`src/rtl/isp_pkg.sv`:
```
// Shared types and the command decoder of the serial programming slave.
// Assumes frames of four 8-bit bytes, first byte most significant.
package isp_pkg;

    localparam int ISP_BYTE_W = 8;
    localparam int ISP_ADDR_W = 10;

    typedef enum logic [3:0] {
        OP_RD_PROG  = 4'd0,
        OP_LD_PROG  = 4'd1,
        OP_WR_PAGE  = 4'd2,
        OP_RD_EE    = 4'd3,
        OP_WR_EE    = 4'd4,
        OP_ERASE    = 4'd5,
        OP_WR_FUSE  = 4'd6,
        OP_RD_FUSE  = 4'd7,
        OP_WR_LOCK  = 4'd8,
        OP_RD_LOCK  = 4'd9,
        OP_RD_SIG   = 4'd10
    } isp_op_e;

    typedef struct packed {
        logic                  valid;
        logic                  is_read;
        logic                  is_poll;
        logic                  is_enable;
        isp_op_e               op;
        logic                  hi;
        logic [ISP_ADDR_W-1:0] addr;
        logic [ISP_BYTE_W-1:0] wdata;
    } isp_cmd_t;

    // Map four frame bytes onto a request description.
    function automatic isp_cmd_t isp_decode(input logic [7:0] b1, input logic [7:0] b2,
                                            input logic [7:0] b3, input logic [7:0] b4);
        isp_cmd_t c;
        c       = '0;
        c.wdata = b4;
        case (b1)
            8'h20, 8'h28: begin
                c.valid = 1'b1; c.is_read = 1'b1; c.op = OP_RD_PROG;
                c.hi = b1[3]; c.addr = {b2[1:0], b3};
            end
            8'h40, 8'h48: begin
                c.valid = 1'b1; c.op = OP_LD_PROG; c.hi = b1[3];
                c.addr = ISP_ADDR_W'(b3[3:0]);
            end
            8'h4C: begin
                c.valid = 1'b1; c.op = OP_WR_PAGE;
                c.addr = ISP_ADDR_W'({b2[1:0], b3[7:4]});
            end
            8'hA0: begin
                c.valid = 1'b1; c.is_read = 1'b1; c.op = OP_RD_EE;
                c.addr = ISP_ADDR_W'(b3[6:0]);
            end
            8'hC0: begin
                c.valid = 1'b1; c.op = OP_WR_EE; c.addr = ISP_ADDR_W'(b3[6:0]);
            end
            8'hAC: begin
                if (b2 == 8'h53) begin
                    c.is_enable = 1'b1;
                end else if (b2[7:5] == 3'b100) begin
                    c.valid = 1'b1; c.op = OP_ERASE;
                end else if (b2[7:5] == 3'b111) begin
                    c.valid = 1'b1; c.op = OP_WR_LOCK;
                end else if (b2 == 8'hA0) begin
                    c.valid = 1'b1; c.op = OP_WR_FUSE; c.addr = ISP_ADDR_W'(0);
                end else if (b2 == 8'hA8) begin
                    c.valid = 1'b1; c.op = OP_WR_FUSE; c.addr = ISP_ADDR_W'(1);
                end else if (b2 == 8'hA4) begin
                    c.valid = 1'b1; c.op = OP_WR_FUSE; c.addr = ISP_ADDR_W'(2);
                end
            end
            8'h50: begin
                if (b2 == 8'h00 || b2 == 8'h08) begin
                    c.valid = 1'b1; c.is_read = 1'b1; c.op = OP_RD_FUSE;
                    c.addr = (b2 == 8'h08) ? ISP_ADDR_W'(2) : ISP_ADDR_W'(0);
                end
            end
            8'h58: begin
                if (b2 == 8'h00) begin
                    c.valid = 1'b1; c.is_read = 1'b1; c.op = OP_RD_LOCK;
                end else if (b2 == 8'h08) begin
                    c.valid = 1'b1; c.is_read = 1'b1; c.op = OP_RD_FUSE;
                    c.addr = ISP_ADDR_W'(1);
                end
            end
            8'h30: begin
                c.valid = 1'b1; c.is_read = 1'b1; c.op = OP_RD_SIG;
                c.addr = ISP_ADDR_W'(b3[1:0]);
            end
            8'hF0: c.is_poll = 1'b1;
            default: c = c;
        endcase
        return c;
    endfunction

endpackage

```
`src/rtl/isp_edge_sync.sv`:
```
// Brings the asynchronous serial clock and data into the system clock domain
// and flags rising and falling serial-clock edges with one-cycle pulses.
// Assumes each serial-clock phase lasts at least two system clocks.
module isp_edge_sync #(
    parameter int STAGES = 2
) (
    input  logic clk,
    input  logic rst_n,
    input  logic sck_i,
    input  logic mosi_i,
    output logic rise_o,
    output logic fall_o,
    output logic mosi_o
);
    logic [STAGES-1:0] sck_sh;
    logic [STAGES-1:0] mosi_sh;
    logic              sck_d;

    // Synchronizer chains plus one delayed copy of the clock for edge detection.
    always_ff @(posedge clk) begin
        if (!rst_n) begin
            sck_sh  <= '0;
            mosi_sh <= '0;
            sck_d   <= 1'b0;
        end else begin
            sck_sh  <= {sck_sh[STAGES-2:0], sck_i};
            mosi_sh <= {mosi_sh[STAGES-2:0], mosi_i};
            sck_d   <= sck_sh[STAGES-1];
        end
    end

    assign rise_o = sck_sh[STAGES-1] & ~sck_d;
    assign fall_o = ~sck_sh[STAGES-1] & sck_d;
    assign mosi_o = mosi_sh[STAGES-1];

endmodule

```
`src/rtl/isp_frame_rx.sv`:
```
// Counts serial bits and shifts them into the frame buffer, MSB first.
// Pulses stb_o in the cycle the new count and buffer are visible.
// Assumes clr_i is held while the port is deselected.
module isp_frame_rx #(
    parameter int FRAME_BITS = 32,
    localparam int CW = $clog2(FRAME_BITS)
) (
    input  logic                  clk,
    input  logic                  rst_n,
    input  logic                  clr_i,
    input  logic                  rise_i,
    input  logic                  mosi_i,
    output logic [CW-1:0]         cnt_o,
    output logic [FRAME_BITS-1:0] frame_o,
    output logic                  stb_o
);
    localparam logic [CW-1:0] LAST = CW'(FRAME_BITS - 1);

    // Bit counter, frame shift register and the strobe that follows each capture.
    always_ff @(posedge clk) begin
        if (!rst_n || clr_i) begin
            cnt_o   <= '0;
            frame_o <= '0;
            stb_o   <= 1'b0;
        end else begin
            stb_o <= rise_i;
            if (rise_i) begin
                frame_o <= {frame_o[FRAME_BITS-2:0], mosi_i};
                cnt_o   <= (cnt_o == LAST) ? '0 : cnt_o + 1'b1;
            end
        end
    end

    // a strobe always follows a captured rising edge.
    p_stb_after_rise_r1: assert property (@(posedge clk) disable iff (!rst_n)
        stb_o |-> $past(rise_i));

endmodule

```
`src/rtl/isp_resp_tx.sv`:
```
// Output shifter: on a serial-clock falling edge it either loads a new byte
// (at a byte boundary) or shifts the current byte left by one.
// Assumes the loaded byte is presented by the caller in the same cycle.
module isp_resp_tx #(
    parameter int BYTE_W = 8
) (
    input  logic              clk,
    input  logic              rst_n,
    input  logic              clr_i,
    input  logic              fall_i,
    input  logic              load_i,
    input  logic [BYTE_W-1:0] byte_i,
    output logic              miso_o
);
    logic [BYTE_W-1:0] sh;

    // Load or shift the response byte at each falling serial-clock edge.
    always_ff @(posedge clk) begin
        if (!rst_n || clr_i) begin
            sh <= '0;
        end else if (fall_i) begin
            sh <= load_i ? byte_i : {sh[BYTE_W-2:0], 1'b0};
        end
    end

    assign miso_o = sh[BYTE_W-1];

    // the output line only moves after a falling edge.
    p_miso_on_fall_r2: assert property (@(posedge clk) disable iff (!rst_n)
        (!fall_i && !clr_i) |=> $stable(miso_o));

endmodule

```
`src/rtl/isp_cmd_slave.sv`:
```
// Top of the serial programming command slave: synchronises the serial port,
// collects 32-bit frames, gates commands on the enable frame, issues memory
// requests held until acknowledged, and selects each response byte.
// Assumes isp_sel_i is synchronous to clk and the back end acknowledges a
// read before the following serial-clock falling edge.
module isp_cmd_slave
    import isp_pkg::*;
#(
    parameter int SYNC_STAGES = 2,
    parameter int ADDR_W      = ISP_ADDR_W
) (
    input  logic              clk,
    input  logic              rst_n,
    input  logic              isp_sel_i,
    input  logic              sck_i,
    input  logic              mosi_i,
    output logic              miso_o,
    output logic              req_o,
    output logic [3:0]        req_op_o,
    output logic              req_hi_o,
    output logic [ADDR_W-1:0] req_addr_o,
    output logic [7:0]        req_wdata_o,
    input  logic              ack_i,
    input  logic [7:0]        rdata_i,
    input  logic              busy_i
);
    localparam int BW         = ISP_BYTE_W;
    localparam int FRAME_BITS = 4 * BW;
    localparam int CW         = $clog2(FRAME_BITS);
    localparam int BIW        = $clog2(BW);
    localparam logic [CW-1:0] POS_B3 = CW'(3 * BW);

    logic            clr;
    logic            rise, fall, mosi_s;
    logic [CW-1:0]   cnt;
    logic [FRAME_BITS-1:0] frame;
    logic            stb;
    logic            enabled_q;
    isp_cmd_t        cmd3, cmd4;
    logic            issue;
    isp_cmd_t        issue_cmd;
    logic            req_q, rd_q;
    logic [BW-1:0]   rdat_q;
    isp_op_e         op_q;
    logic            hi_q;
    logic [ISP_ADDR_W-1:0] addr_q;
    logic [BW-1:0]   wdata_q;
    logic            boundary;
    logic [BW-1:0]   load_byte;

    assign clr = ~isp_sel_i;

    isp_edge_sync #(.STAGES(SYNC_STAGES)) sync_i (
        .clk(clk), .rst_n(rst_n), .sck_i(sck_i), .mosi_i(mosi_i),
        .rise_o(rise), .fall_o(fall), .mosi_o(mosi_s)
    );

    isp_frame_rx #(.FRAME_BITS(FRAME_BITS)) rx_i (
        .clk(clk), .rst_n(rst_n), .clr_i(clr), .rise_i(rise), .mosi_i(mosi_s),
        .cnt_o(cnt), .frame_o(frame), .stb_o(stb)
    );

    // Decode views: after three bytes (reads) and after a full frame (writes).
    always_comb begin
        cmd3 = isp_decode(frame[23:16], frame[15:8], frame[7:0], 8'h00);
        cmd4 = isp_decode(frame[31:24], frame[23:16], frame[15:8], frame[7:0]);
    end

    // Pick the command that launches a request in this cycle, if any.
    always_comb begin
        issue     = 1'b0;
        issue_cmd = cmd4;
        if (stb && enabled_q && !req_q) begin
            if (cnt == POS_B3 && cmd3.valid && cmd3.is_read) begin
                issue     = 1'b1;
                issue_cmd = cmd3;
            end else if (cnt == '0 && cmd4.valid && !cmd4.is_read) begin
                issue = 1'b1;
            end
        end
    end

    // Enabled flag: set by a complete enable frame, cleared on deselect.
    always_ff @(posedge clk) begin
        if (!rst_n || clr) begin
            enabled_q <= 1'b0;
        end else if (stb && cnt == '0 && cmd4.is_enable) begin
            enabled_q <= 1'b1;
        end
    end

    // Request register: launch, hold until acknowledge, capture read data.
    always_ff @(posedge clk) begin
        if (!rst_n || clr) begin
            req_q   <= 1'b0;
            rd_q    <= 1'b0;
            op_q    <= OP_RD_PROG;
            hi_q    <= 1'b0;
            addr_q  <= '0;
            wdata_q <= '0;
            rdat_q  <= '0;
        end else if (issue) begin
            req_q   <= 1'b1;
            rd_q    <= issue_cmd.is_read;
            op_q    <= issue_cmd.op;
            hi_q    <= issue_cmd.hi;
            addr_q  <= issue_cmd.addr;
            wdata_q <= issue_cmd.wdata;
        end else if (req_q && ack_i) begin
            req_q <= 1'b0;
            if (rd_q) rdat_q <= rdata_i;
        end
    end

    // Response byte chosen at each byte boundary.
    always_comb begin
        boundary = (cnt[BIW-1:0] == '0);
        case (cnt[CW-1:BIW])
            2'd0:    load_byte = '0;
            2'd3: begin
                if (enabled_q && cmd3.is_poll)
                    load_byte = {{(BW-1){1'b0}}, busy_i};
                else if (enabled_q && cmd3.valid && cmd3.is_read)
                    load_byte = rdat_q;
                else
                    load_byte = frame[BW-1:0];
            end
            default: load_byte = frame[BW-1:0];
        endcase
    end

    isp_resp_tx #(.BYTE_W(BW)) tx_i (
        .clk(clk), .rst_n(rst_n), .clr_i(clr), .fall_i(fall),
        .load_i(boundary), .byte_i(load_byte), .miso_o(miso_o)
    );

    assign req_o       = req_q;
    assign req_op_o    = op_q;
    assign req_hi_o    = hi_q;
    assign req_addr_o  = addr_q[ADDR_W-1:0];
    assign req_wdata_o = wdata_q;

    // a pending request keeps its fields until acknowledged.
    p_req_hold_r11: assert property (@(posedge clk) disable iff (!rst_n)
        (req_o && !ack_i && isp_sel_i) |=> (req_o && $stable(req_addr_o)
                                            && $stable(req_op_o) && $stable(req_wdata_o)));

    // deselect silences the request port and the output line.
    p_deselect_quiet_r5: assert property (@(posedge clk) disable iff (!rst_n)
        !isp_sel_i |=> (!req_o && !miso_o));

    // while not enabled, no request can start.
    p_no_req_disabled_r4: assert property (@(posedge clk) disable iff (!rst_n)
        (!enabled_q && !req_o) |=> !req_o);

endmodule

```
`config.mk`:
```
export PLATFORM = sky130hd
export DESIGN_NAME = isp_cmd_slave
export DESIGN_NICKNAME = d
export VERILOG_FILES = /design/src/rtl/isp_pkg.sv /design/src/rtl/isp_edge_sync.sv /design/src/rtl/isp_frame_rx.sv /design/src/rtl/isp_resp_tx.sv /design/src/rtl/isp_cmd_slave.sv
export SDC_FILE = /design/constraint.sdc
export NUM_CORES = 1
export LEC_CHECK = 0
export ABC_AREA = 0
export ABC_CLOCK_PERIOD_IN_PS = 2900
export BUFFER_PORTS_ARGS = -buffer_cell sky130_fd_sc_hd__buf_2
export CORE_ASPECT_RATIO = 0.9
export CORE_UTILIZATION = 43
export CTS_CLUSTER_SIZE = 8
export DETAILED_ROUTE_END_ITERATION = 10
export HOLD_SLACK_MARGIN = 0.08
export MAX_ROUTING_LAYER = met4
export PLACE_DENSITY = 0.63
export SYNTH_ARGS = -nofsm -noshare
export SYNTH_HDL_FRONTEND = slang
export SYNTH_SLANG_ARGS = --single-unit
```
`constraint.sdc`:
```
create_clock -name clk -period 2.9 [get_ports clk]
set_input_delay 0.58 -clock clk [delete_from_list [all_inputs] [get_ports clk]]
set_output_delay 0.58 -clock clk [all_outputs]
set_load 0.01 [all_outputs]
```
== After elaboration in Yosys (flattened, before gate mapping) ==
Index checks and enable logic that the tools add are counted.
Storage, ports and cells
  register bits after elaboration: 85
  input bits: 15
  output and inout bits: 25
  logic and storage cells: 183
Operators by class
  add/sub/neg operators: 1
  equal/unequal tests: 40
  mux-type cells: 84
  bitwise logic cells: 6
  reductions and logical operators: 37
Operators by type and width (count)
  10-bit case mux with 8 select lines: 2
  8-bit == test, second input constant: 13
  8-bit by 7-bit == test with 1-bit output, second input constant: 12
  4-bit case mux with 8 select lines: 2
  26-bit two-way mux: 2
  8-bit by 6-bit == test with 1-bit output, second input constant: 6
  2-bit two-way mux: 22
  4-bit two-way mux: 8
  3-bit two-way mux: 10
  1-bit two-way mux: 29
  8-bit two-way mux: 3
  8-bit by 4-bit == test with 1-bit output, second input constant: 2
  8-bit zero test: 2
  8-bit case mux with 2 select lines: 1
  4-bit OR reduction: 4
  8-bit OR reduction: 2
  3-bit == test, second input constant: 4
  1-bit logical AND: 12
  2-bit OR reduction: 6
  5-bit == test, second input constant: 2
  1-bit case mux with 4 select lines: 2
  1-bit case mux with 3 select lines: 2
  5-bit by 1-bit adder with 5-bit output, second input constant: 1
  5-bit zero test: 1
  other kinds (10): 18

== Longest topological paths before layout ==
  depth in word-level cells: 15
  mapped depth: 11
  depth with buffers taken out: 8

== By module ==
From an unflattened synthesis, not the netlist that was laid out.
Second synthesis, totals
  cell total of the unflattened synthesis: 480
  area, all modules: 4384.2 µm²
By module, submodules not included
  isp_cmd_slave: instances 1, cells an instance 300, area each 2472.4 µm², seq. area each 680.7 µm²
  isp_frame_rx: instances 1, cells an instance 132, area each 1397.6 µm², seq. area each 760.7 µm²
  isp_resp_tx: instances 1, cells an instance 36, area each 370.4 µm², seq. area each 160.2 µm²
  isp_edge_sync: instances 1, cells an instance 12, area each 143.9 µm², seq. area each 100.1 µm²

== Worst setup path before layout ==
OpenSTA, ideal clock, no wires.
  path type: register to register
  from: register rx_i.frame_o[24]
  to: register addr_q[5] (netlist: req_addr_o[5])
  setup time: 0.126 ns
  arrival time: 2.088 ns
  required time: 2.774 ns
  path slack: 0.686 ns
  stages on the path, launching flop included: 9
  buffers on the path: 2
  clock period less this slack: 2.214 ns
  path through: dfxtp_1 > or4_4 > nor3_4 > a211oi_1 > or4_1 > buf_6 > buf_12 > mux2i_1 > o22ai_1
On the way
  longest elaborated chain between the ends: 8
  elaborated cells between the ends (all ways): 27
  those cells by class: eq/ne: 11; mux: 8; reduce/logical: 8
Ends and longest elaborated chain
  start: declaration: RTL line isp_frame_rx.sv:14  | output logic [FRAME_BITS-1:0] frame_o,
  start signal: assignment: RTL line isp_frame_rx.sv:28  | frame_o <= {frame_o[FRAME_BITS-2:0], mosi_i};
  8-bit by 6-bit == test with 1-bit output (tied with other cells): RTL line isp_pkg.sv:39  | case (b1)
  8-bit OR reduction (no line) or 4-bit OR reduction (tied branches)
  1-bit case mux with 4 select lines or 1-bit case mux with 3 select lines (tied branches): RTL line isp_pkg.sv:39
  1-bit logical AND or 1-bit zero test (tied branches): RTL line isp_cmd_slave.sv:77  | end else if (cnt == '0 && cmd4.valid && !cmd4.is_read) begin
  1-bit logical AND: RTL line isp_cmd_slave.sv:77
  1-bit two-way mux: RTL line isp_cmd_slave.sv:77
  1-bit two-way mux: RTL line isp_cmd_slave.sv:74  | if (cnt == POS_B3 && cmd3.valid && cmd3.is_read) begin
  1-bit two-way mux: RTL line isp_cmd_slave.sv:73  | if (stb && enabled_q && !req_q) begin
  end signal: assignment: RTL line isp_cmd_slave.sv:107  | addr_q <= issue_cmd.addr;
  end: declaration: RTL line isp_cmd_slave.sv:46  | logic [ISP_ADDR_W-1:0] addr_q;
Several ways; a longest one is shown, not always the timed one.
A chain may end at the register's enable or synchronous reset.

== Worst setup path after layout ==
  from: register rx_i.frame_o[15]
  to: register addr_q[2] (netlist: req_addr_o[2])
On the way
  longest elaborated chain between the ends: 12
  elaborated cells between the ends (all ways): 26
  those cells by class: eq/ne: 7; mux: 15; reduce/logical: 4
Ends and longest elaborated chain
  8-bit == test: RTL line isp_pkg.sv:70  | end else if (b2 == 8'hA4) begin
  1-bit two-way mux: RTL line isp_pkg.sv:70
  1-bit two-way mux: RTL line isp_pkg.sv:68  | end else if (b2 == 8'hA8) begin
  1-bit two-way mux: RTL line isp_pkg.sv:66  | end else if (b2 == 8'hA0) begin
  1-bit two-way mux: RTL line isp_pkg.sv:64  | end else if (b2[7:5] == 3'b111) begin
  1-bit two-way mux: RTL line isp_pkg.sv:62  | end else if (b2[7:5] == 3'b100) begin
  1-bit two-way mux: RTL line isp_pkg.sv:60  | if (b2 == 8'h53) begin
  1-bit case mux with 4 select lines: RTL line isp_pkg.sv:39
  1-bit logical AND: RTL line isp_cmd_slave.sv:74
  1-bit logical AND (*): RTL line isp_cmd_slave.sv:74
  26-bit two-way mux or 1-bit two-way mux (tied branches): RTL line isp_cmd_slave.sv:74
  26-bit two-way mux or 1-bit two-way mux (tied branches): RTL line isp_cmd_slave.sv:73
Every way passes the cells marked *; elsewhere a longest branch is shown, timed or not.

==> results.yml <==
grt:
  antenna_found_initial: 0
  grt_pass1_wl_mm: 20.0
  grt_pass1_vias: 3800
  overflow: 0
  grt.total_usage: 0.256
  grt_max_degree: 37
status:
  status: "completed"
finish:
  seq_area_mm2: 0.00170
  area_delta_synth_final_pct: 12.5
  layout_common_cells: "nand2_1 (85), dfxtp_1 (85), a21oi_1 (53)"
  antenna_cells: 0
  drive_above_1_share: 0.153
  multi_input_area_mm2: 0.00239
  final_nets: 577
  fill_cells: 943
flow_run:
  cap_violations: 0
sta:
  slew_headroom: 0.483
  setup_violations: 0
  worst_pin_slew_ns: 0.773
  final_max_slew_viol_count: 0
  tns_ns: 0
  final_hold_viol_count: 0
  skew_ns: 0.00500
  rsz0062_at_grt: "false"
  finalCritPeriodShare: 0.936
  fmaxAchievable_mhz: 369
  fin_crit_ns: 2.71
  worst_hold_slack_ns: 0.406
setup_path:
  end_kind: "flip-flop"
  critPathSlowestCell: "a211oi_1"
  cpPeakStageDelay_ns: 0.57
  r2r_cells: 6
  crit_chain: "nor4_1, nand4_2, a211oi_1, nand2_1, a2111oi_1, o2bb2ai_1"
  start_kind: "flip-flop"
  cp.arrival_ns: 3.02
  cp_num_cells: 6
  crit_family: "compound AO/OA/AOI/OAI gates"
  worstSetupPathType: "flip-flop to flip-flop"
  cp_num_buf_inv: 0
  crit_fanout: 7
  required_ns: 3.21
detailed_routing:
  dr.pass1.iters: 5
  wire_per_inst_um: 17.6
  dr.first_iter.drc_count: 457
  drc: 0
  vias: 4128
  ant_nets: 0
  viasPerCell: 5.99
  routed_wl_mm: 12.1
placement:
  place_hpwl_mm: 8.77
  io_buffers: 39
  gp_congestion: 0.960
synth:
  ys_seq_area_frac: 0.395
  synth-main-ff-cell: "dfxtp_1"
  syn_avg_cell_area_um2: 8.17
  ys_ff_latch: 85
  syn-num-nets: 546
  synthCells: 527
  yosys_warnings: 0
  synth_area_mm2: 0.00431
  ys_types: 61
  synth_edf_count: 0
  async_flop_share: 0
die:
  start_util: 0.444
  die_y_um: 97.0
  die-area_mm2: 0.0104
  pin_count: 40
  die-width_um: 108
  placementRows: 34
  core-area_mm2: 0.00970
clock_tree:
  clock_path_buffers: 2
  root_buffer: "clkbuf_8"
  cts_sinks: 85
  cts_tree: "yes"
  ctsResizeCount: 0
  cts_buffers: 9
  cts_hold_buf: 0
  clock_latency_ns: 0.37
  clkTransAtPathRegs_ns: 0.09
  post_cts_buffers: 0
  htree_levels: 3
pwr:
  finalPower_mw: 2.11
  p_per_area_mw_per_mm2: 435
  p_leak_nw: 1.86
  ir_drop_uv: 322
worst_hold_path:
  hold_class: "primary input to flip-flop"
  min_path_cells: 2
## where the power goes
part | total (mW) | internal, mW | switching, mW
sequential | 1.17 | 1.17 | 0.00319
clock | 0.868 | 0.406 | 0.462
combinational | 0.0665 | 0.0213 | 0.0451
total | 2.11 | 1.60 | 0.511
## synth_stat cells (all sizes together) (8+ instances only)
cell type / n / share of area
nand2: 86 / 0.075
dfxtp: 85 / 0.40
a21oi: 53 / 0.062
nor2: 33 / 0.029
mux2i: 29 / 0.067
clkbuf: 28 / 0.024
o21ai: 23 / 0.027
nor3: 20 / 0.028
o22ai: 14 / 0.020
buf: 12 / 0.022
nand3: 10 / 0.012
and2: 9 / 0.013
and3: 9 / 0.013
nand2b: 9 / 0.013
a221oi: 8 / 0.016
nor2b: 8 / 0.012
nor4: 8 / 0.015
## metal layers
layer  up-vias  global-route usage  share of wire
li1       1962                   -              -
met1      1975               0.366           0.48
met2       173               0.353           0.42
met3        18              0.0539          0.081
met4         0              0.0854          0.018
met5         -                   -              0
## kinds of logic after synthesis
group | after synthesis | synth area share
adder cells (fa/ha/maj) | 4 | 0.0116
AND/OR/NAND/NOR | 224 | 0.270
multiplexers | 29 | 0.0674
buffers and inverters | 46 | 0.0517
XOR/XNOR | 3 | 0.00610
flip-flops | 85 | 0.395
AO/OA/AOI/OAI | 136 | 0.198
## path summary, 6_finish.rpt
| check | from | slack, ns | endpoint |
|---|---|---|---|
| worst min register to register | sync_i.mosi_sh[0]$_SDFF_PN0_ | 0.44 | sync_i.mosi_sh[1]$_SDFF_PN0_ |
| worst max-delay path | rx_i.frame_o[15]$_SDFFE_PP0P_ | 0.19 | req_addr_o[2]$_SDFFE_PP0P_ |
| worst max register to register | rx_i.frame_o[15]$_SDFFE_PP0P_ | 0.19 | req_addr_o[2]$_SDFFE_PP0P_ |
| worst min-delay path | sck_i | 0.41 | sync_i.sck_sh[0]$_SDFF_PN0_ |
## per-stage QoR
step	utilization	cells	setup WS (ns)	area [um2]
2_1_floorplan	-	527	0.686	4310
3_3_place_gp	0.479	673	0.481	4650
3_5_place_dp	0.479	673	0.313	4650
4_1_cts	0.500	689	0.292	4850
5_1_grt	0.500	689	0.0123	4850
6_report	0.500	689	0.187	4850
## area by class of cell
class	instances	share of cell area
Multi-Input combinational cell	396	0.493
Sequential cell	85	0.351
Clock buffer	10	0.0263
Timing Repair Buffer	60	0.0780
Clock inverter	6	0.0147
Inverter	6	0.00465
Tap cell	126	0.0325
## registers in the layout, indices dropped and copies added, names as in the netlist
| name | count |
|---|---|
| req_addr_o | 10 |
| sync_i.sck_sh | 2 |
| req_wdata_o | 8 |
| enabled_q | 1 |
| rd_q | 1 |
| req_op_o | 4 |
| tx_i.sh | 8 |
| rx_i.cnt_o | 5 |
| rdat_q | 8 |
| rx_i.stb_o | 1 |
| sync_i.mosi_sh | 2 |
| sync_i.sck_d | 1 |
| req_o | 1 |
| rx_i.frame_o | 32 |
| req_hi_o | 1 |
(Power assumes the default switching activity.)
